**src/rtl/addflag_pkg.sv**
```systemverilog
package addflag_pkg;

  localparam int FLAG_W = 4;

  typedef struct packed {
    logic n;
    logic z;
    logic c;
    logic v;
  } flags_t;

  typedef enum logic [2:0] {
    T_ZERO   = 3'b000,
    T_CARRY  = 3'b001,
    T_NEG    = 3'b010,
    T_OVF    = 3'b011,
    T_UHIGH  = 3'b100,
    T_SGE    = 3'b101,
    T_SGT    = 3'b110,
    T_ALWAYS = 3'b111
  } base_e;

endpackage

```
**src/rtl/addflag_core.sv**
```systemverilog
module addflag_core
  import addflag_pkg::*;
#(
  parameter int DATA_W = 64
) (
  input  logic [DATA_W-1:0] a,
  input  logic [DATA_W-1:0] b,
  input  logic              cin,
  input  logic              narrow,
  output logic [DATA_W-1:0] sum,
  output flags_t            flg
);

  localparam int HALF_W = DATA_W / 2;

  logic [HALF_W:0] lo_ext;
  logic [HALF_W:0] hi_ext;

  // two chained half-width lanes; the lower lane carry-out is the narrow carry
  always_comb begin
    lo_ext = {1'b0, a[HALF_W-1:0]} + {1'b0, b[HALF_W-1:0]} + {{HALF_W{1'b0}}, cin};
    hi_ext = {1'b0, a[DATA_W-1:HALF_W]} + {1'b0, b[DATA_W-1:HALF_W]}
           + {{HALF_W{1'b0}}, lo_ext[HALF_W]};
  end

  always_comb begin
    if (narrow) begin
      sum   = {{HALF_W{1'b0}}, lo_ext[HALF_W-1:0]};
      flg.n = lo_ext[HALF_W-1];
      flg.z = (lo_ext[HALF_W-1:0] == '0);
      flg.c = lo_ext[HALF_W];
      flg.v = (a[HALF_W-1] == b[HALF_W-1]) && (lo_ext[HALF_W-1] != a[HALF_W-1]);
    end else begin
      sum   = {hi_ext[HALF_W-1:0], lo_ext[HALF_W-1:0]};
      flg.n = hi_ext[HALF_W-1];
      flg.z = (hi_ext[HALF_W-1:0] == '0) && (lo_ext[HALF_W-1:0] == '0);
      flg.c = hi_ext[HALF_W];
      flg.v = (a[DATA_W-1] == b[DATA_W-1]) && (hi_ext[HALF_W-1] != a[DATA_W-1]);
    end
  end

endmodule

```
**src/rtl/addflag_flagreg.sv**
```systemverilog
module addflag_flagreg
  import addflag_pkg::*;
(
  input  logic   clk,
  input  logic   rst,
  input  logic   cold_rst,
  input  logic   we,
  input  flags_t d,
  output flags_t q
);

  always_ff @(posedge clk) begin
    if (rst)     q <= flags_t'({FLAG_W{cold_rst}});
    else if (we) q <= d;
  end

endmodule

```
**src/rtl/addflag_cond.sv**
```systemverilog
module addflag_cond
  import addflag_pkg::*;
(
  input  flags_t     f,
  input  logic [3:0] code,
  output logic       hit
);

  base_e sel;
  logic  base;

  always_comb begin
    sel = base_e'(code[3:1]);
    unique case (sel)
      T_ZERO:   base = f.z;
      T_CARRY:  base = f.c;
      T_NEG:    base = f.n;
      T_OVF:    base = f.v;
      T_UHIGH:  base = f.c && !f.z;
      T_SGE:    base = (f.n == f.v);
      T_SGT:    base = (f.n == f.v) && !f.z;
      default:  base = 1'b1;
    endcase
    hit = (code[0] && (code != 4'b1111)) ? !base : base;
  end

endmodule

```
**src/rtl/addflag_unit.sv**
```systemverilog
module addflag_unit
  import addflag_pkg::*;
#(
  parameter int DATA_W = 64
) (
  input  logic              clk,
  input  logic              rst,
  input  logic              cold_rst,
  input  logic [DATA_W-1:0] a_in,
  input  logic [DATA_W-1:0] b_in,
  input  logic              carry_in,
  input  logic              narrow,
  input  logic              flag_we,
  input  logic [3:0]        cond,
  output logic [DATA_W-1:0] sum_out,
  output logic [3:0]        flags_new,
  output logic              cond_true
);

  logic [DATA_W-1:0] sum_c;
  flags_t            flg_c;
  flags_t            flag_q;

  addflag_core #(.DATA_W(DATA_W)) u_core (
    .a      (a_in),
    .b      (b_in),
    .cin    (carry_in),
    .narrow (narrow),
    .sum    (sum_c),
    .flg    (flg_c)
  );

  addflag_flagreg u_flags (
    .clk      (clk),
    .rst      (rst),
    .cold_rst (cold_rst),
    .we       (flag_we),
    .d        (flg_c),
    .q        (flag_q)
  );

  addflag_cond u_cond (
    .f    (flag_q),
    .code (cond),
    .hit  (cond_true)
  );

  always_ff @(posedge clk) begin
    if (rst) begin
      sum_out   <= '0;
      flags_new <= '0;
    end else begin
      sum_out   <= sum_c;
      flags_new <= flg_c;
    end
  end

endmodule

```
**config.mk**
```make
export PLATFORM = sky130hd
export DESIGN_NAME = addflag_unit
export DESIGN_NICKNAME = d
export VERILOG_FILES = /design/src/rtl/addflag_pkg.sv /design/src/rtl/addflag_core.sv /design/src/rtl/addflag_flagreg.sv /design/src/rtl/addflag_cond.sv /design/src/rtl/addflag_unit.sv
export SDC_FILE = /design/constraint.sdc
export NUM_CORES = 1
export LEC_CHECK = 0
export BUFFER_PORTS_ARGS = -buffer_cell sky130_fd_sc_hd__buf_2
export CORE_AREA = 3 3 89 133
export CTS_BUF_LIST = sky130_fd_sc_hd__clkbuf_2
export DETAILED_ROUTE_END_ITERATION = 8
export DIE_AREA = 0 0 92 136
export PLACE_DENSITY = 0.93
export SLEW_MARGIN = 0
export SYNTH_ARGS = -nofsm -noshare
export SYNTH_HDL_FRONTEND = slang
export SYNTH_SLANG_ARGS = --single-unit
```
**constraint.sdc**
```tcl
create_clock -name clk -period 9.8 [get_ports clk]
set_input_delay 0.98 -clock clk [delete_from_list [all_inputs] [get_ports clk]]
set_output_delay 0.98 -clock clk [all_outputs]
set_load 0.01 [all_outputs]
```
==> Yosys cells after proc, flatten, opt, wreduce, memory -nomap -nowiden <==
Cells that the tools add are included.
{ "op_classes": {"addsub": 4, "eq_ne": 12, "muxes": 5, "n_reduce_logical": 13} }
{ "op_table": {"columns": ["operator", "n"], "rows": [
  ["$add 32x32->33", 2],
  ["$add 33x1->33", 2],
  ["$logic_not 32->1", 2],
  ["$mux 4", 3],
  ["$eq 3x3->1 const B", 3],
  ["$pmux 1 s7", 1],
  ["$eq 3x2->1 const B", 2],
  ["$logic_and 1x1->1", 6],
  ["$ne 4x4->1 const B", 1],
  ["$eq 1x1->1", 3],
  ["$eq 3x1->1 const B", 1],
  ["$logic_not 3->1", 1],
  ["$logic_not 1->1", 2],
  ["$ne 1x1->1", 2],
  ["$reduce_bool 2->1", 1],
  ["$reduce_or 2->1", 1],
  ["$mux 1", 1]
]} }
{ "totals": {"register_bits": 72, "in_bits": 138, "output_inout_bits": 69} }

==> Depth between registers and ports, before layout <==
{ "depth": {"ltp_word": 8, "depth_mapped": 25, "depth_no_buf": 25} }

==> Cells and area by module <==
Synthesis repeated with hierarchy kept, for this count alone.
{ "hier_totals": {"cells_unflattened": 794, "hier_area_um2": 6297.3} }
{ "modules_own_cells": {"columns": ["module", "instances", "cells_per_inst", "area_each_um2", "seq_area_each_um2"], "rows": [
  ["addflag_core", 1, 624, 4159.0, 0.0],
  ["addflag_unit", 1, 143, 1836.8, 1361.3],
  ["addflag_flagreg", 1, 9, 171.4, 120.1],
  ["addflag_cond", 1, 18, 130.1, 0.0]
]} }

==> Least setup slack after synthesis <==
Ideal clock, no wire load.
{ "synth_timing": {"path_kind": "input port to flip-flop", "from": "in a_in[0]", "to": "reg u_flags.q[2] (netlist name) (data pin)", "setup_time_ps": 165, "arrival_time_ps": 5814, "path_slack_ps": 3821, "stages": 25, "path_buffers": 0, "cell_sequence": "inv_1 fa_1 inv_1 fa_1 a211oi_2 o211ai_1 and2_4 and4_1 a211o_1 o31ai_2 o21ai_1 a21o_1 fa_1 inv_1 fa_1 nand2b_1 a21oi_2 o21a_2 nor4_1 o2111ai_2 a2111oi_4 nand4_1 nor4_2 a21oi_1 o31ai_2"} }
{ "synth_via": {"elab_chain_cells": 8, "word_cells_on_any_way": 9, "cone_classes": "add/sub (3); mux (3); reduce/logical (3)"} }
{ "synth_lines": {"columns": ["item", "line", "source"], "rows": [
  ["start: declaration", "addflag_unit.sv:9", "input logic [DATA_W-1:0] a_in,"],
  ["$add 32x32->33 (*)", "addflag_core.sv:21", "lo_ext = {1'b0, a[HALF_W-1:0]} + {1'b0, b[HALF_W-1:0]} + {{HALF_W{1'b0}}, cin};"],
  ["$add 33x1->33 (*)", "addflag_core.sv:21", null],
  ["$add 33x1->33", "addflag_core.sv:23", "+ {{HALF_W{1'b0}}, lo_ext[HALF_W]};"],
  ["$logic_not 32->1", "addflag_core.sv:36", "flg.z = (hi_ext[HALF_W-1:0] == '0) && (lo_ext[HALF_W-1:0] == '0);"],
  ["$logic_and 1x1->1", "addflag_core.sv:36", null],
  ["$mux 4 (*)", "addflag_core.sv:27", "if (narrow) begin"],
  ["$mux 4 (*)", "addflag_flagreg.sv:14", "else if (we) q <= d;"],
  ["$mux 4 (*)", "addflag_flagreg.sv:13", "if (rst) q <= flags_t'({FLAG_W{cold_rst}});"],
  ["end signal: assignment", "addflag_flagreg.sv:13", null],
  ["end: declaration", "addflag_flagreg.sv:9", "output flags_t q"]
]} }
Mark *: on every way between the ends. The rest lies on a longest branch, timed or not. The select of a mux whose other input is x is not followed.
A chain may end at the register's enable or synchronous reset.

==> Final worst setup path <==
Same ends and word-level chain as after synthesis.

==> impl_metrics.ini <==
[hold_path]
hold_path.class = in2reg
hold_depth = 2

[final_layout]
final_area_mm2 = 0.00728
nFillCells = 943
nets = 1143
most-common-layout-cells = buf_2, nor2_1, dfxtp_1
area_growth_pct = 19.9
drive_above_1_share = 0.282
multi_input_area_mm2 = 0.00433
diodes = 0
layout_commonest_cell = buf_2
regArea_mm2 = 0.00148

[grt]
grt_pass1_vias = 6463
grt_pass1_wl_um = 30200
antenna_found_initial = 0
grt_max_degree = 44
track_usage = 0.302
overflow = 0

[logic_synthesis]
synthFlopType = dfxtp_1
ys_seq_area_frac = 0.244
ys_ff_latch = 72
synthArstFlopShare = 0
avgSynthCellArea_um2 = 8.17
synth_fa_ha_area_frac = 0.141
synth_simple_gate_area_frac = 0.219
synthMuxAreaShare = 0.0136
synth_enable_flop_cells = 4
synth_top_family_by_area = compound AO/OA/AOI/OAI gates
ys_warn_count = 0
synth_area_mm2 = 0.00607
synth-compound-area-share = 0.271
ys_types = 77
synth-xor-area-share = 0.0693
syn_inst = 743
syn_nets = 947

[cts]
postCtsSetupRepairBufs = 0
cts_buffers = 9
root_buffer = clkbuf_2
htreeDepth = 3
post_cts_resized = 0
cts.hold.buffers_added = 0
cts_buffer_depth = 2
cts_tree = built
path_clk_slew_ns = 0.21
clock-sinks = 72

[route]
ant_nets = 0
drt_first_pass_iters = 5
drc = 0
vias = 6582
via_per_inst = 6.06
routed_wl_um = 19400
wire_per_inst_um = 17.9
drtIter0Drc = 456

[power_and_ir_drop]
power_density_mw_per_mm2 = 131
p_int_uw = 582
switching_share = 0.392
combPwrFrac = 0.440
power_frac_seq = 0.353
leakage_nw = 3.54
switchingPower_uw = 375
worst_ir_drop_vdd_mv = 0.108
p_clk_frac = 0.207

[sta]
rsz0062_at_grt = no
slew_headroom = 0.448
drv_slew = 0
setup_viol = 0
max_freq_mhz = 165
final.setup.tns_ns = 0
worstMarginPinSlew_ns = 0.824
min_period_over_period = 0.620
hold_viol = 0
period_needed_ns = 6.07

[critical_path]
cp-start-kind = input pin
critical_path_class = in2reg
arrival_ns = 6.47
cp_max_fo = 7
cp.required_ns = 10.20
crit_path_end_kind = register

[flow_run]
cap_violations = 0

[place]
detailed_place_hpwl_um = 16200
place.port_buffers = 206
finalWeightedCongestion = 0.981
placed_cell_area_mm2 = 0.00715

[floorplan]
top_level_ports = 207
dieArea_mm2 = 0.0125
coreArea_mm2 = 0.0107
fp-row-count = 46
die-width_um = 92
die_h_um = 136
start_util = 0.567

[run_status]
status = complete, no violations
[path summary, 6_finish.rpt]
kind,startpoint,end,slack (ns)
setup / recovery,a_in[0],u_flags.q[2],3.73
hold / removal,cold_rst,u_flags.q[1],0.72
[state kept, by name, indices dropped and copies added (netlist names)]
name,flops
sum_out,64
u_flags.q,4
flags_new,4
[worst max-delay path, stage by stage]
cell	delay (ns)
buf_2	0.10
inv_1	0.09
fa_1	0.19
inv_1	0.06
fa_1	0.42
a211oi_2	0.26
o211ai_1	0.18
and2_4	0.20
and4_1	0.20
a211o_1	0.28
o31ai_2	0.27
o21ai_1	0.09
a21o_1	0.21
fa_1	0.42
inv_1	0.09
fa_1	0.20
nand2b_1	0.15
a21oi_2	0.11
o21a_2	0.23
nor4_1	0.37
o2111ai_2	0.20
a2111oi_4	0.29
nand4_1	0.17
nor4_2	0.30
a21oi_1	0.15
o31ai_2	0.26
[layer usage]
metal | vias up | part of all wire | GRT usage
met3 | 87 | 0.081 | 0.0681
li1 | 3131 | - | -
met4 | 0 | 0.052 | 0.158
met1 | 2993 | 0.35 | 0.300
met2 | 371 | 0.52 | 0.577
met5 | - | 0 | 0
[power by group through the flow]
stage	logic (mW)	clock network (mW)	registers (mW)
floorplan	0.267	0	0.360
global placement	0.405	0	0.344
detailed placement	0.411	0	0.344
CTS	0.415	0.193	0.338
global route	0.458	0.207	0.341
finish	0.421	0.197	0.338
[cell usage after synthesis, types with 10 or more instances]
cell type	instances	area (um2)
a211oi_1	10	75.1
a21o_1	16	120
a21oi_1	59	295
a31oi_1	12	75.1
and2_1	15	93.8
and3_1	16	100
clkbuf_1	13	48.8
dfxtp_1	68	1360
ha_1	62	776
inv_1	33	124
nand2_1	46	173
nand3_1	14	70.1
nand4_1	16	100
nor2_1	79	297
nor2b_1	15	93.8
nor3_1	22	110
o211ai_1	15	113
o21ai_0	34	170
o21ai_1	10	50.1
xnor2_1	24	210
xor2_1	24	210
[stage by stage]
stage / setup WS (ns) / utilization / std cells / power, mW / hold slack (ns)
final: 3.73 / 0.680 / 1087 / 0.956 / 0.720
after global routing: 3.38 / 0.680 / 1087 / 1.01 / 0.712
after CTS: 3.71 / 0.680 / 1087 / 0.946 / 0.727
after detailed placement: 3.18 / 0.668 / 1072 / 0.756 / 1.29
after global placement: 3.31 / 0.668 / 1072 / 0.749 / 1.29
after floorplan: 3.82 / - / 743 / 0.627 / 1.17
[cells by family (layout without fill, tap and decap cells)]
logic type / after synthesis / after routing
AOI/OAI and AO/OA: 234 / 234
and+or+nand+nor: 262 / 262
adders and majority gates: 66 / 66
xor gates and xnor gates: 48 / 48
DFF: 72 / 72
buffers and inverters: 54 / 254
muxes: 7 / 7
[final cells by class]
| class | instances | share of cell area |
|---|---|---|
| Multi-Input combinational cell | 617 | 0.595 |
| Clock inverter | 6 | 0.0117 |
| Tap cell | 144 | 0.0248 |
| Sequential cell | 72 | 0.204 |
| Inverter | 33 | 0.0170 |
| Clock buffer | 9 | 0.00619 |
| Timing Repair Buffer | 206 | 0.142 |
Power figures use the tool's default switching activity.
